==> config.mk <==
export PLATFORM = sky130hd
export DESIGN_NAME = host_bus_bridge
export DESIGN_NICKNAME = d
export VERILOG_FILES = /design/src/rtl/hbb_pkg.sv /design/src/rtl/hbb_sync.sv /design/src/rtl/hbb_status.sv /design/src/rtl/hbb_ctrl.sv /design/src/rtl/host_bus_bridge.sv
export SDC_FILE = /design/constraint.sdc
export NUM_CORES = 1
export LEC_CHECK = 0
export BUFFER_PORTS_ARGS = -buffer_cell sky130_fd_sc_hd__buf_4
export CORE_ASPECT_RATIO = 0.7
export CORE_MARGIN = 2
export CORE_UTILIZATION = 40
export CTS_BUF_LIST = sky130_fd_sc_hd__clkbuf_4
export DETAILED_ROUTE_END_ITERATION = 10
export GPL_ROUTABILITY_DRIVEN = 0
export PLACE_DENSITY = 0.67
export SYNTH_ARGS = -nofsm -noshare
export SYNTH_HDL_FRONTEND = slang
export SYNTH_SLANG_ARGS = --single-unit
==> constraint.sdc <==
create_clock -name clk -period 2.3 [get_ports clk]
set_input_delay 0.345 -clock clk [delete_from_list [all_inputs] [get_ports clk]]
set_output_delay 0.345 -clock clk [all_outputs]
set_load 0.05 [all_outputs]
==> src/rtl/hbb_pkg.sv <==
package hbb_pkg;
  localparam logic [2:0] CMD_WORD_WR = 3'b000;
  localparam logic [2:0] CMD_WORD_RD = 3'b001;
  localparam logic [2:0] CMD_BYTE_WR = 3'b010;
  localparam logic [2:0] CMD_BYTE_RD = 3'b011;
  localparam logic [2:0] CMD_STATUS  = 3'b100;

  typedef enum logic [1:0] {
    ST_COLLECT = 2'd0,
    ST_ISSUE   = 2'd1,
    ST_AWAIT   = 2'd2,
    ST_PRESENT = 2'd3
  } hbb_state_e;
endpackage

==> src/rtl/hbb_sync.sv <==
module hbb_sync #(
  parameter int W      = 1,
  parameter int STAGES = 2
) (
  input  logic         clk,
  input  logic         rst_n,
  input  logic [W-1:0] init_val,
  input  logic [W-1:0] d,
  output logic [W-1:0] q
);
  logic [W-1:0] stage [STAGES];

  for (genvar i = 0; i < STAGES; i++) begin : g_stage
    if (i == 0) begin : g_first
      always_ff @(posedge clk or negedge rst_n) begin
        if (!rst_n) stage[i] <= init_val;
        else        stage[i] <= d;
      end
    end else begin : g_next
      always_ff @(posedge clk or negedge rst_n) begin
        if (!rst_n) stage[i] <= init_val;
        else        stage[i] <= stage[i-1];
      end
    end
  end

  assign q = stage[STAGES-1];
endmodule

==> src/rtl/hbb_status.sv <==
module hbb_status #(
  parameter int DATA_W = 16,
  parameter int IPL_W  = 3
) (
  input  logic              clk,
  input  logic              rst_n,
  input  logic              wr_en,
  input  logic [DATA_W-1:0] wr_data,
  input  logic [IPL_W-1:0]  ipl,
  output logic [DATA_W-1:0] status_word,
  output logic              irq_n
);
  localparam int LOW_W = DATA_W - IPL_W;

  logic [IPL_W-1:0] level_q;
  logic [LOW_W-1:0] low_q;

  always_ff @(posedge clk or negedge rst_n) begin
    if (!rst_n) begin
      level_q <= '0;
      low_q   <= '0;
    end else begin
      level_q <= ipl;
      if (wr_en) low_q <= wr_data[LOW_W-1:0];
    end
  end

  assign status_word = {level_q, low_q};
  assign irq_n       = ~|level_q;

  // a nonzero level asserts the pending line one cycle later
  assert_irq_follows_level_R10: assert property (@(posedge clk) disable iff (!rst_n)
    (ipl != '0) |=> !irq_n);
  // a status write never disturbs the level field
  assert_level_unwritten_R8: assert property (@(posedge clk) disable iff (!rst_n)
    wr_en |=> (status_word[DATA_W-1:LOW_W] == $past(ipl)));
endmodule

==> src/rtl/hbb_ctrl.sv <==
module hbb_ctrl
  import hbb_pkg::*;
#(
  parameter int DATA_W = 16,
  parameter int ADDR_W = 24
) (
  input  logic              clk,
  input  logic              rst_n,
  input  logic [2:0]        sel_s,
  input  logic              wr_n_s,
  input  logic              rd_n_s,
  input  logic [DATA_W-1:0] data_i,
  input  logic [DATA_W-1:0] status_word,
  output logic              status_wr,
  output logic              req_valid,
  input  logic              req_ready,
  output logic [ADDR_W-1:0] req_addr,
  output logic [DATA_W-1:0] req_wdata,
  output logic              req_we,
  output logic              req_uds,
  output logic              req_lds,
  input  logic              rsp_valid,
  input  logic [DATA_W-1:0] rsp_rdata,
  output logic              ack,
  output logic [DATA_W-1:0] rd_word
);
  localparam int AHI_W = ADDR_W - DATA_W;

  hbb_state_e  state;
  logic [1:0]  phase;
  logic [2:0]  sel_q;
  logic        wr_q, rd_q;
  logic        wr_rise, rd_fall, rd_rise, sel_chg;
  logic        is_mem, is_read, is_byte, is_stat;

  assign wr_rise = wr_n_s & ~wr_q;
  assign rd_fall = ~rd_n_s & rd_q;
  assign rd_rise = rd_n_s & ~rd_q;
  assign sel_chg = (sel_s != sel_q);

  assign is_mem  = ~sel_s[2];
  assign is_read = sel_s[0];
  assign is_byte = sel_s[1];
  assign is_stat = (sel_s == CMD_STATUS);

  assign status_wr = (state == ST_COLLECT) && is_stat && wr_rise && !sel_chg;
  assign req_valid = (state == ST_ISSUE);

  always_ff @(posedge clk or negedge rst_n) begin
    if (!rst_n) begin
      wr_q  <= 1'b1;
      rd_q  <= 1'b1;
      sel_q <= '0;
    end else begin
      wr_q  <= wr_n_s;
      rd_q  <= rd_n_s;
      sel_q <= sel_s;
    end
  end

  always_ff @(posedge clk or negedge rst_n) begin
    if (!rst_n) begin
      state     <= ST_COLLECT;
      phase     <= '0;
      req_addr  <= '0;
      req_wdata <= '0;
      req_we    <= 1'b0;
      req_uds   <= 1'b0;
      req_lds   <= 1'b0;
      ack       <= 1'b0;
      rd_word   <= '0;
    end else begin
      unique case (state)
        ST_COLLECT: begin
          if (sel_chg) begin
            phase <= '0;
          end else if (is_mem && wr_rise) begin
            unique case (phase)
              2'd0: begin
                req_addr[DATA_W-1:0] <= data_i;
                phase <= 2'd1;
              end
              2'd1: begin
                req_addr[ADDR_W-1:DATA_W] <= data_i[AHI_W-1:0];
                phase <= 2'd2;
              end
              default: begin
                if (!is_read) begin
                  req_wdata <= data_i;
                  req_we    <= 1'b1;
                  req_uds   <= !is_byte || !req_addr[0];
                  req_lds   <= !is_byte ||  req_addr[0];
                  ack       <= 1'b1;
                  state     <= ST_ISSUE;
                end
              end
            endcase
          end else if (is_mem && is_read && rd_fall && phase == 2'd2) begin
            req_we  <= 1'b0;
            req_uds <= !is_byte || !req_addr[0];
            req_lds <= !is_byte ||  req_addr[0];
            state   <= ST_ISSUE;
          end else if (is_stat && rd_fall) begin
            rd_word <= status_word;
            ack     <= 1'b1;
            state   <= ST_PRESENT;
          end
        end
        ST_ISSUE: begin
          if (req_ready) state <= ST_AWAIT;
        end
        ST_AWAIT: begin
          if (rsp_valid) begin
            if (req_we) begin
              ack   <= 1'b0;
              phase <= '0;
              state <= ST_COLLECT;
            end else begin
              rd_word <= rsp_rdata;
              ack     <= 1'b1;
              state   <= ST_PRESENT;
            end
          end
        end
        default: begin
          if (rd_rise) begin
            ack   <= 1'b0;
            phase <= '0;
            state <= ST_COLLECT;
          end
        end
      endcase
    end
  end

  // a stalled request keeps its payload
  assert_req_stable_R7: assert property (@(posedge clk) disable iff (!rst_n)
    (req_valid && !req_ready) |=> (req_valid && $stable(req_addr) && $stable(req_wdata)
                                   && $stable(req_we) && $stable(req_uds) && $stable(req_lds)));
  // completion line stays low while a read is outstanding
  assert_read_ack_low_R4: assert property (@(posedge clk) disable iff (!rst_n)
    (req_valid && !req_we) |-> !ack);
  // completion line drops after a write response
  assert_write_ack_drop_R3: assert property (@(posedge clk) disable iff (!rst_n)
    (state == ST_AWAIT && req_we && rsp_valid) |=> !ack);
  // every request enables at least one lane
  assert_lane_enabled_R6: assert property (@(posedge clk) disable iff (!rst_n)
    req_valid |-> (req_uds || req_lds));
endmodule

==> src/rtl/host_bus_bridge.sv <==
module host_bus_bridge #(
  parameter int DATA_W      = 16,
  parameter int ADDR_W      = 24,
  parameter int IPL_W       = 3,
  parameter int SYNC_STAGES = 2
) (
  input  logic              clk,
  input  logic              rst_n,
  input  logic [2:0]        hb_sel,
  input  logic              hb_wr_n,
  input  logic              hb_rd_n,
  input  logic [DATA_W-1:0] hb_data_i,
  output logic [DATA_W-1:0] hb_data_o,
  output logic              hb_data_oe,
  output logic              hb_ack,
  output logic              hb_irq_n,
  output logic              be_req_valid,
  input  logic              be_req_ready,
  output logic [ADDR_W-1:0] be_addr,
  output logic [DATA_W-1:0] be_wdata,
  output logic              be_we,
  output logic              be_uds,
  output logic              be_lds,
  input  logic              be_rsp_valid,
  input  logic [DATA_W-1:0] be_rdata,
  input  logic [IPL_W-1:0]  be_ipl
);
  localparam int CTL_W = 5;

  logic [CTL_W-1:0]  ctl_sync;
  logic [DATA_W-1:0] status_word;
  logic              status_wr;

  hbb_sync #(.W(CTL_W), .STAGES(SYNC_STAGES)) u_sync (
    .clk      (clk),
    .rst_n    (rst_n),
    .init_val (5'b000_11),
    .d        ({hb_sel, hb_wr_n, hb_rd_n}),
    .q        (ctl_sync)
  );

  hbb_status #(.DATA_W(DATA_W), .IPL_W(IPL_W)) u_status (
    .clk         (clk),
    .rst_n       (rst_n),
    .wr_en       (status_wr),
    .wr_data     (hb_data_i),
    .ipl         (be_ipl),
    .status_word (status_word),
    .irq_n       (hb_irq_n)
  );

  hbb_ctrl #(.DATA_W(DATA_W), .ADDR_W(ADDR_W)) u_ctrl (
    .clk         (clk),
    .rst_n       (rst_n),
    .sel_s       (ctl_sync[4:2]),
    .wr_n_s      (ctl_sync[1]),
    .rd_n_s      (ctl_sync[0]),
    .data_i      (hb_data_i),
    .status_word (status_word),
    .status_wr   (status_wr),
    .req_valid   (be_req_valid),
    .req_ready   (be_req_ready),
    .req_addr    (be_addr),
    .req_wdata   (be_wdata),
    .req_we      (be_we),
    .req_uds     (be_uds),
    .req_lds     (be_lds),
    .rsp_valid   (be_rsp_valid),
    .rsp_rdata   (be_rdata),
    .ack         (hb_ack),
    .rd_word     (hb_data_o)
  );

  assign hb_data_oe = ~hb_rd_n;
endmodule

Word level (Yosys, flattened, before mapping) --
Cells that the tools add are included. Widths: inputs -> output; s select.
Storage, ports and cells: memories kept 0, word-level logic and storage cells 126, bits in latches 0, bits in read-only memories 0, memory bits (writable) 0, input bits 44, register bits 95
Cells by class: reductions and logical operators 30, multiplexer cells 44, eq/ne operators 23, shifts and indexed selects 0, order comparisons 0, divide/modulo/power cells 0, multiply operators 0, add/sub/neg operators 0, bitwise operators 12
Operator list (number):
- $mux 16 | 6
- $pmux 16 s2 | 1
- $mux 2 | 14
- $mux 1 | 19
- $ne 2x2->1 const B | 8
- $reduce_and 7->1 | 2
- $ne 3x3->1 const B | 4
- $pmux 2 s3 | 2
- $reduce_and 5->1 | 2
- $not 1->1 | 9
- $logic_and 1x1->1 | 8
- $reduce_and 4->1 | 2
- $reduce_and 8->1 | 1
- $reduce_and 6->1 | 1
- $eq 2x1->1 const B | 2
- $eq 2x2->1 const B | 2
- $logic_not 1->1 | 4
- $logic_not 2->1 | 2
- $ne 2x1->1 const B | 2
- $ne 4x3->1 const B | 1
- $ne 4x4->1 const B | 1
- $pmux 2 s2 | 1
- $reduce_bool 2->1 | 2
- $reduce_bool 4->1 | 1
- other kinds (9) | 12

Logic depth before layout (Yosys ltp) --
Gate-level depths: netlist (run 1).
depth after elaboration 8, depth in mapped cells 8, depth with buffers taken out 4

Worst setup path before layout (run 1) --
Ideal clock, no wire load.
kind reg-to-reg, start point register u_sync.stage (netlist bit u_sync.q[2]), end point register u_ctrl.req_addr[10], data arrival time 2.263 ns, clock period less this slack 2.389 ns, path slack -0.089 ns, stages on the path, launching flop included 8, cell sequence dfrtp_1 > xor2_1 > or4b_1 > buf_2 > or4_4 > buf_6 > buf_6 > mux2_4
On the way: cells in the longest elaborated chain, start to end 3
Ends and longest elaborated chain:
- from (decl) | RTL line hbb_sync.sv:11 | logic [W-1:0] stage [STAGES];
- from (signal, indexed assignment) | RTL line hbb_sync.sv:21 | if (!rst_n) stage[i] <= init_val;
- from (signal, indexed assignment) | RTL line hbb_sync.sv:22 | else stage[i] <= stage[i-1];
- $ne 3x3->1 | RTL line hbb_ctrl.sv:39 | assign sel_chg = (sel_s != sel_q);
- $not 1->1 (no line)
- $reduce_and 4->1 (no line)
- to (signal, indexed assignment) | RTL line hbb_ctrl.sv:80 | req_addr[DATA_W-1:0] <= data_i;
- to (signal, indexed assignment) | RTL line hbb_ctrl.sv:84 | req_addr[ADDR_W-1:DATA_W] <= data_i[AHI_W-1:0];
- to (decl) | RTL line hbb_ctrl.sv:17 | output logic [ADDR_W-1:0] req_addr,
Every way passes these cells. A chain may end at the register's enable or synchronous reset.

Worst setup path in the final report (run 1) --
start point register u_sync.stage (netlist bit u_sync.q[3]), end point register u_ctrl.req_addr[14]
Same word-level chain as after synthesis.

==> results of run 1 <==
[report_power, final]
part | total (mW) | leakage, nW | internal [mW] | switching [mW]
clock network | 0.884 | 0.0661 | 0.338 | 0.546
logic | 1.96 | 1.27 | 0.780 | 1.18
registers | 2.05 | 1.22 | 1.91 | 0.140
total | 4.89 | 2.56 | 3.02 | 1.86
[final cells by class]
type	instances	share of cell area, %
Clock inverter	6	1.19
Inverter	5	0.363
Sequential cell	95	46.1
Clock buffer	10	1.45
Multi-Input combinational cell	142	27.4
Timing Repair Buffer	133	20.5
Tap cell	124	3.00
[sequential cells by signal, indices dropped and copies added, names as in the netlist]
name,cells
u_ctrl.sel_q,3
u_status.level_q,3
u_ctrl.req_wdata,16
u_ctrl.req_lds,1
u_status.low_q,13
u_ctrl.req_addr,24
u_ctrl.rd_q,1
u_ctrl.req_we,1
u_ctrl.req_uds,1
u_sync.q,5
u_ctrl.state,2
u_sync.stage,5
u_ctrl.phase,2
u_ctrl.wr_q,1
u_ctrl.rd_word,16
u_ctrl.ack,1
[worst max-delay path, delay by kind of cell, from the launching register on]
kind / cells / cell delay [ns]
and+or+nand+nor: 2 / 1.20
muxes: 1 / 0.32
xor gates and xnor gates: 1 / 0.17
DFF: 1 / 0.41
[routing by layer]
metal  up-vias  track usage, %  routed length (µm)
met5         -               0                   0
li1       1191               -                   -
met1      1286            25.7                4230
met3        15            8.03                 902
met4         0            5.64                 134
met2       103            25.9                3630
[kinds of logic after synthesis]
kind of cell,count (synthesis),synth area share (%)
multiplexers,87,26.2
AO/OA/AOI/OAI,18,3.33
buffers and inverters,17,2.49
flip-flops,95,61.6
XOR/XNOR,3,0.679
AND/OR/NAND/NOR,32,5.69
[per-stage QoR]
step                      total power, mW  util, %  std cells
after floorplan                      3.39        -        252
after global placement               4.00     53.4        488
after detailed placement             4.04     53.4        488
after CTS                            4.96     56.1        515
after global routing                 5.16     56.1        515
final                                4.89     56.1        515
[synthesized netlist by cell type (2+ instances only)]
cell	instances	share of area [%]
dfrtp_1	89	58
mux2_2	78	23
mux2_4	9	3.5
dfstp_2	6	4.1
buf_2	5	0.65
inv_1	5	0.49
a31oi_1	4	0.65
nand2b_1	4	0.65
nor3b_1	4	0.78
buf_6	3	0.87
nand2_1	3	0.29
nand3_1	3	0.39
nor2b_1	3	0.49
xor2_1	3	0.68
a21oi_1	2	0.26
clkbuf_1	2	0.19
nand3b_1	2	0.39
nor2_1	2	0.19
nor3_1	2	0.26
o221ai_1	2	0.45
o22ai_1	2	0.32
[final timing paths]
kind | endpoint | start | cells past startpoint | slack [ns]
setup reg to reg | u_ctrl.req_addr[14] | u_sync.q[3] | 4 | 0.07
hold reg to reg | u_sync.q[4] | u_sync.stage[9] | 0 | 0.35
hold / removal | u_ctrl.req_addr[9] | hb_data_i[9] | 2 | 0.14
max in group asynchronous | u_sync.q[1] | rst_n | 3 | 1.19
setup / recovery | u_ctrl.req_addr[14] | u_sync.q[3] | 4 | 0.07
min in group asynchronous | u_ctrl.req_wdata[8] | rst_n | 2 | 0.42
[repair_timing]
| item | in CTS | in global routing |
|---|---|---|
| pin swaps | 1 | 0 |
| resized for setup | 3 | 1 |
| cloned | 2 | 0 |
| hold buffers | 9 | 0 |
| endpoints found under the setup margin | 16 | 6 |
| endpoints found under the hold margin | 46 | 0 |
==> results_dict.tcl, run 1 <==
set metrics [dict create \
    cpPeakStageDelay_ns 0.61 \
    place_area_um2 4920 \
    seq_area_frac_synth_pct 61.6 \
    drtIter0Drc 137 \
    pre_cts_slack_ns -0.0247 \
    post-route-period-util_pct 96.8 \
    clock-sinks 95 \
    tightest_slew_ns 0.575 \
    multi_input_area_um2 1420 \
    fill_cells 781 \
    cp_max_fo 8 \
    synth_area_um2 3870 \
    yosys_warnings 0 \
    cp.arrival_ns 2.57 \
    tritoncts "built" \
    p_per_area_nw_per_um2 945 \
    clock_path_buffers 2 \
    finalCriticalPeriod_ns 2.23 \
    async_flop_share_pct 100 \
    slew_viol_final 0 \
    totalWireLength_mm 8.89 \
    seqCellArea_um2 2390 \
    placementRows 29 \
    rsz0062_at_grt "no" \
    grt_pass1_vias 2678 \
    cts_buffers 9 \
    cts-root-buf "clkbuf_4" \
    p_leak_nw 2.56 \
    antenna_found_initial 0 \
    postSynthCellCount 252 \
    grt_max_degree 44 \
    ios 107 \
    ys_seq_elements 95 \
    crit_path_start_kind "flop" \
    wire_per_inst_um 17.3 \
    synth_cell_types 40 \
    die_area_um2 10500 \
    clk_latency_ns 0.45 \
    holdWs_ns 0.138 \
    hold_path.class "input pin to flop" \
    path_cells "xor2_1 -> or4b_4 -> or4_4 -> mux2_4" \
    die_h_um 86.3 \
    cpMaxStageDelayCell "or4b_4" \
    vdd_ir_drop_max_v 0.000607 \
    final_area_um2 5170 \
    required_ns 2.64 \
    post_cts_buffers 0 \
    via_per_inst 5.04 \
    crit_path_end_kind "flop" \
    vias 2595 \
    hold_viol 0 \
    fin_tns_setup_ns 0 \
    setup_viol 0 \
    synthToLayoutAreaGrowth_pct 33.7 \
    drt_pass1_iterations 4 \
    antenna_cells 0 \
    grt_pass1_wl_mm 14.4 \
    overflow 0 \
    coreArea_um2 9220 \
    fin_nets 430 \
    ant_nets 0 \
    ctsHtreeMaxLevel 3 \
    drc 0 \
    fmax_mhz 449 \
    fin_skew_ns 0.0152 \
    synth_enable_flop_cells 0 \
    initial_core_util_pct 42.0 \
    worstSetupPathType "flop to flop" \
    ys.flop_type "dfrtp_1" \
    clk_pin_slew_ns 0.14 \
    status "completed" \
    syn_nets 296 \
    dpl.hpwl_mm 6.19 \
    max_slew_margin_pct 61.7 \
    postSynthAreaPerCell_um2 15.4 \
    port_buffers 106 \
    layout_common_cells "buf_4 (121), dfrtp_1 (88), mux2_2 (78), clkbuf_4 (10)" \
    fin_ws_ns 0.0733 \
    final_common_cell "buf_4" \
    track_usage_pct 18.4 \
    drive_above_1_share_pct 62.1 \
    fp.dieW_um 122 \
    drv_cap 0 \
]
No activity file was read; power rests on OpenSTA's default activity.
==> inputs of run 2 (changes only) <==
PLACE_DENSITY = 0.66   (was 0.67)
==> run 2 against run 1 <==
Count of clock-buffer cells in the layout unchanged; critical path depth unchanged; flip-flop and latch count unchanged; global-route usage down 0.34 points.
==> results_dict.tcl, run 2 (synthesis gave the netlist of run 1 again) <==
set metrics [dict create \
    cp.arrival_ns 2.53 \
    coreArea_um2 9220 \
    drv_cap 0 \
    setup_viol 0 \
    rsz0062_at_grt "no" \
    power.share.clock_pct 19.6 \
    status "completed" \
    cts_buffers 9 \
    top_register "u_ctrl.req_addr" \
    cp_max_fo 17 \
    track_usage_pct 18.1 \
    p_leak_nw 2.57 \
    layout_common_cells "buf_4 (120), dfrtp_1 (89), mux2_2 (78), clkbuf_4 (10)" \
    dp.cells 487 \
    fmax_mhz 453 \
    worstSetupPathType "flop to flop" \
    p_total_mw 5.00 \
    via_per_inst 4.99 \
    tightest_slew_ns 0.570 \
    ios 107 \
    place_area_um2 4910 \
    hold_viol 0 \
    crit_path_start_kind "flop" \
    fin_skew_ns 0.0172 \
    finalCriticalPeriod_ns 2.21 \
    hp-start "hb_data_i[15]" \
    final_common_cell "buf_4" \
    power_switching_mw 1.86 \
    hold_end "u_ctrl.req_wdata[15]" \
    reg2reg_to "u_ctrl.req_addr[9]" \
    initial_core_util_pct 42.0 \
    r2r_slack_ns 0.09 \
    totalWireLength_mm 8.90 \
    clk_pin_slew_ns 0.13 \
    p_per_area_nw_per_um2 968 \
    crit_path_end_kind "flop" \
    p_int_mw 3.14 \
    vdd_ir_drop_max_v 0.000593 \
    combinationalPowerShare_pct 39.3 \
    placementRows 29 \
    dpl.hpwl_mm 6.41 \
    grt_pass1_wl_mm 14.2 \
    min_path_cells 2 \
    fin_nets 427 \
    final_cells 512 \
    max_slew_margin_pct 61.7 \
    reg_top3 "u_ctrl.req_addr (24), u_ctrl.rd_word (16), u_ctrl.req_wdata (16)" \
    cpMaxStageDelayCell "or4_4" \
    grt_pass1_vias 2628 \
    die_h_um 86.3 \
    vias 2556 \
    required_ns 2.62 \
    swShare_pct 37.2 \
    ant_nets 0 \
    crit_family "simple AND/OR/NAND/NOR gates" \
    clock_path_buffers 2 \
    wire_per_inst_um 17.4 \
    synthToLayoutAreaGrowth_pct 33.5 \
    hold_path.class "input pin to flop" \
    antenna_cells 0 \
    largest_reg_flops 24 \
    cp.buffers_inverters 0 \
    drc 0 \
    cpPeakStageDelay_ns 0.61 \
    post-route-period-util_pct 95.9 \
    die_area_um2 10500 \
    overflow 0 \
    port_buffers 106 \
    rr_worst_depth 4 \
    clk_latency_ns 0.44 \
    r2r-start "u_sync.q[3]" \
    tritoncts "built" \
    grt_max_degree 52 \
    drt_pass1_iterations 4 \
    ctsHtreeMaxLevel 3 \
    seq_power_share_pct 41.1 \
    fill_cells 818 \
    clock-sinks 95 \
    post_cts_buffers 0 \
    slew_viol_final 0 \
    drtIter0Drc 105 \
    antenna_found_initial 0 \
    path_cells "xor2_1 -> or4b_4 -> or4_4 -> mux2_4" \
    holdWs_ns 0.152 \
    cts-root-buf "clkbuf_4" \
    fp.dieW_um 122 \
    final_area_um2 5160 \
    drive_above_1_share_pct 61.6 \
]
## run 2: layout make-up
type / instances / area [µm²] / area share [%]
Timing Repair Buffer: 132 / 1050 / 20.3
Inverter: 5 / 18.8 / 0.363
Clock inverter: 6 / 85.1 / 1.65
Clock buffer: 10 / 75.1 / 1.45
Sequential cell: 95 / 2380 / 46.2
Multi-Input combinational cell: 140 / 1400 / 27.0
Tap cell: 124 / 155 / 3.00
## run 2: repair_timing
item                                    4_1_cts  5_1_grt
hold endpoints to repair                     30        0
hold buffers                                  9        0
endpoints found under the setup margin        0        8
resized for setup                             0        1
## run 2: stage by stage
step / setup TNS, ns / setup WS (ns) / utilization [%]
final: 0 / 0.0933 / 56.0
after global routing: 0 / 0.0176 / 56.0
after detailed placement: 0 / 0.0867 / 53.3
after floorplan: -0.961 / -0.0494 / -
after global placement: 0 / 0.129 / 53.3
after CTS: 0 / 0.0622 / 56.0
## run 2: worst max-delay path by stage
stage | from | to | slack [ns] | depth (start not counted)
CTS | u_sync.q[3] | u_ctrl.req_addr[9] | 0.06 | 4
global placement | u_sync.q[3] | u_ctrl.req_addr[11] | 0.13 | 4
global route | u_sync.q[3] | u_ctrl.req_addr[9] | 0.02 | 4
detailed placement | u_sync.q[3] | u_ctrl.req_addr[10] | 0.09 | 4
finish | u_sync.q[3] | u_ctrl.req_addr[9] | 0.09 | 4
floorplan | u_sync.q[3] | u_ctrl.req_addr[10] | -0.05 | 7
## run 2: power by group through the flow
stage	Sequential (mW)	Combinational, mW	Clock [mW]
CTS	2.06	1.97	1.02
global route	2.08	2.07	1.10
finish	2.06	1.96	0.980
floorplan	2.69	0.698	0
global placement	2.08	1.93	0
detailed placement	2.09	1.96	0
## run 2: per-layer routing
metal  GRT usage [%]  part of all wire (%)  wire (µm)
met2            25.9                    43       3850
met3            8.03                   9.7        860
met5               0                     0          0
met1            25.1                    46       4110
met4            4.60                  0.76         68
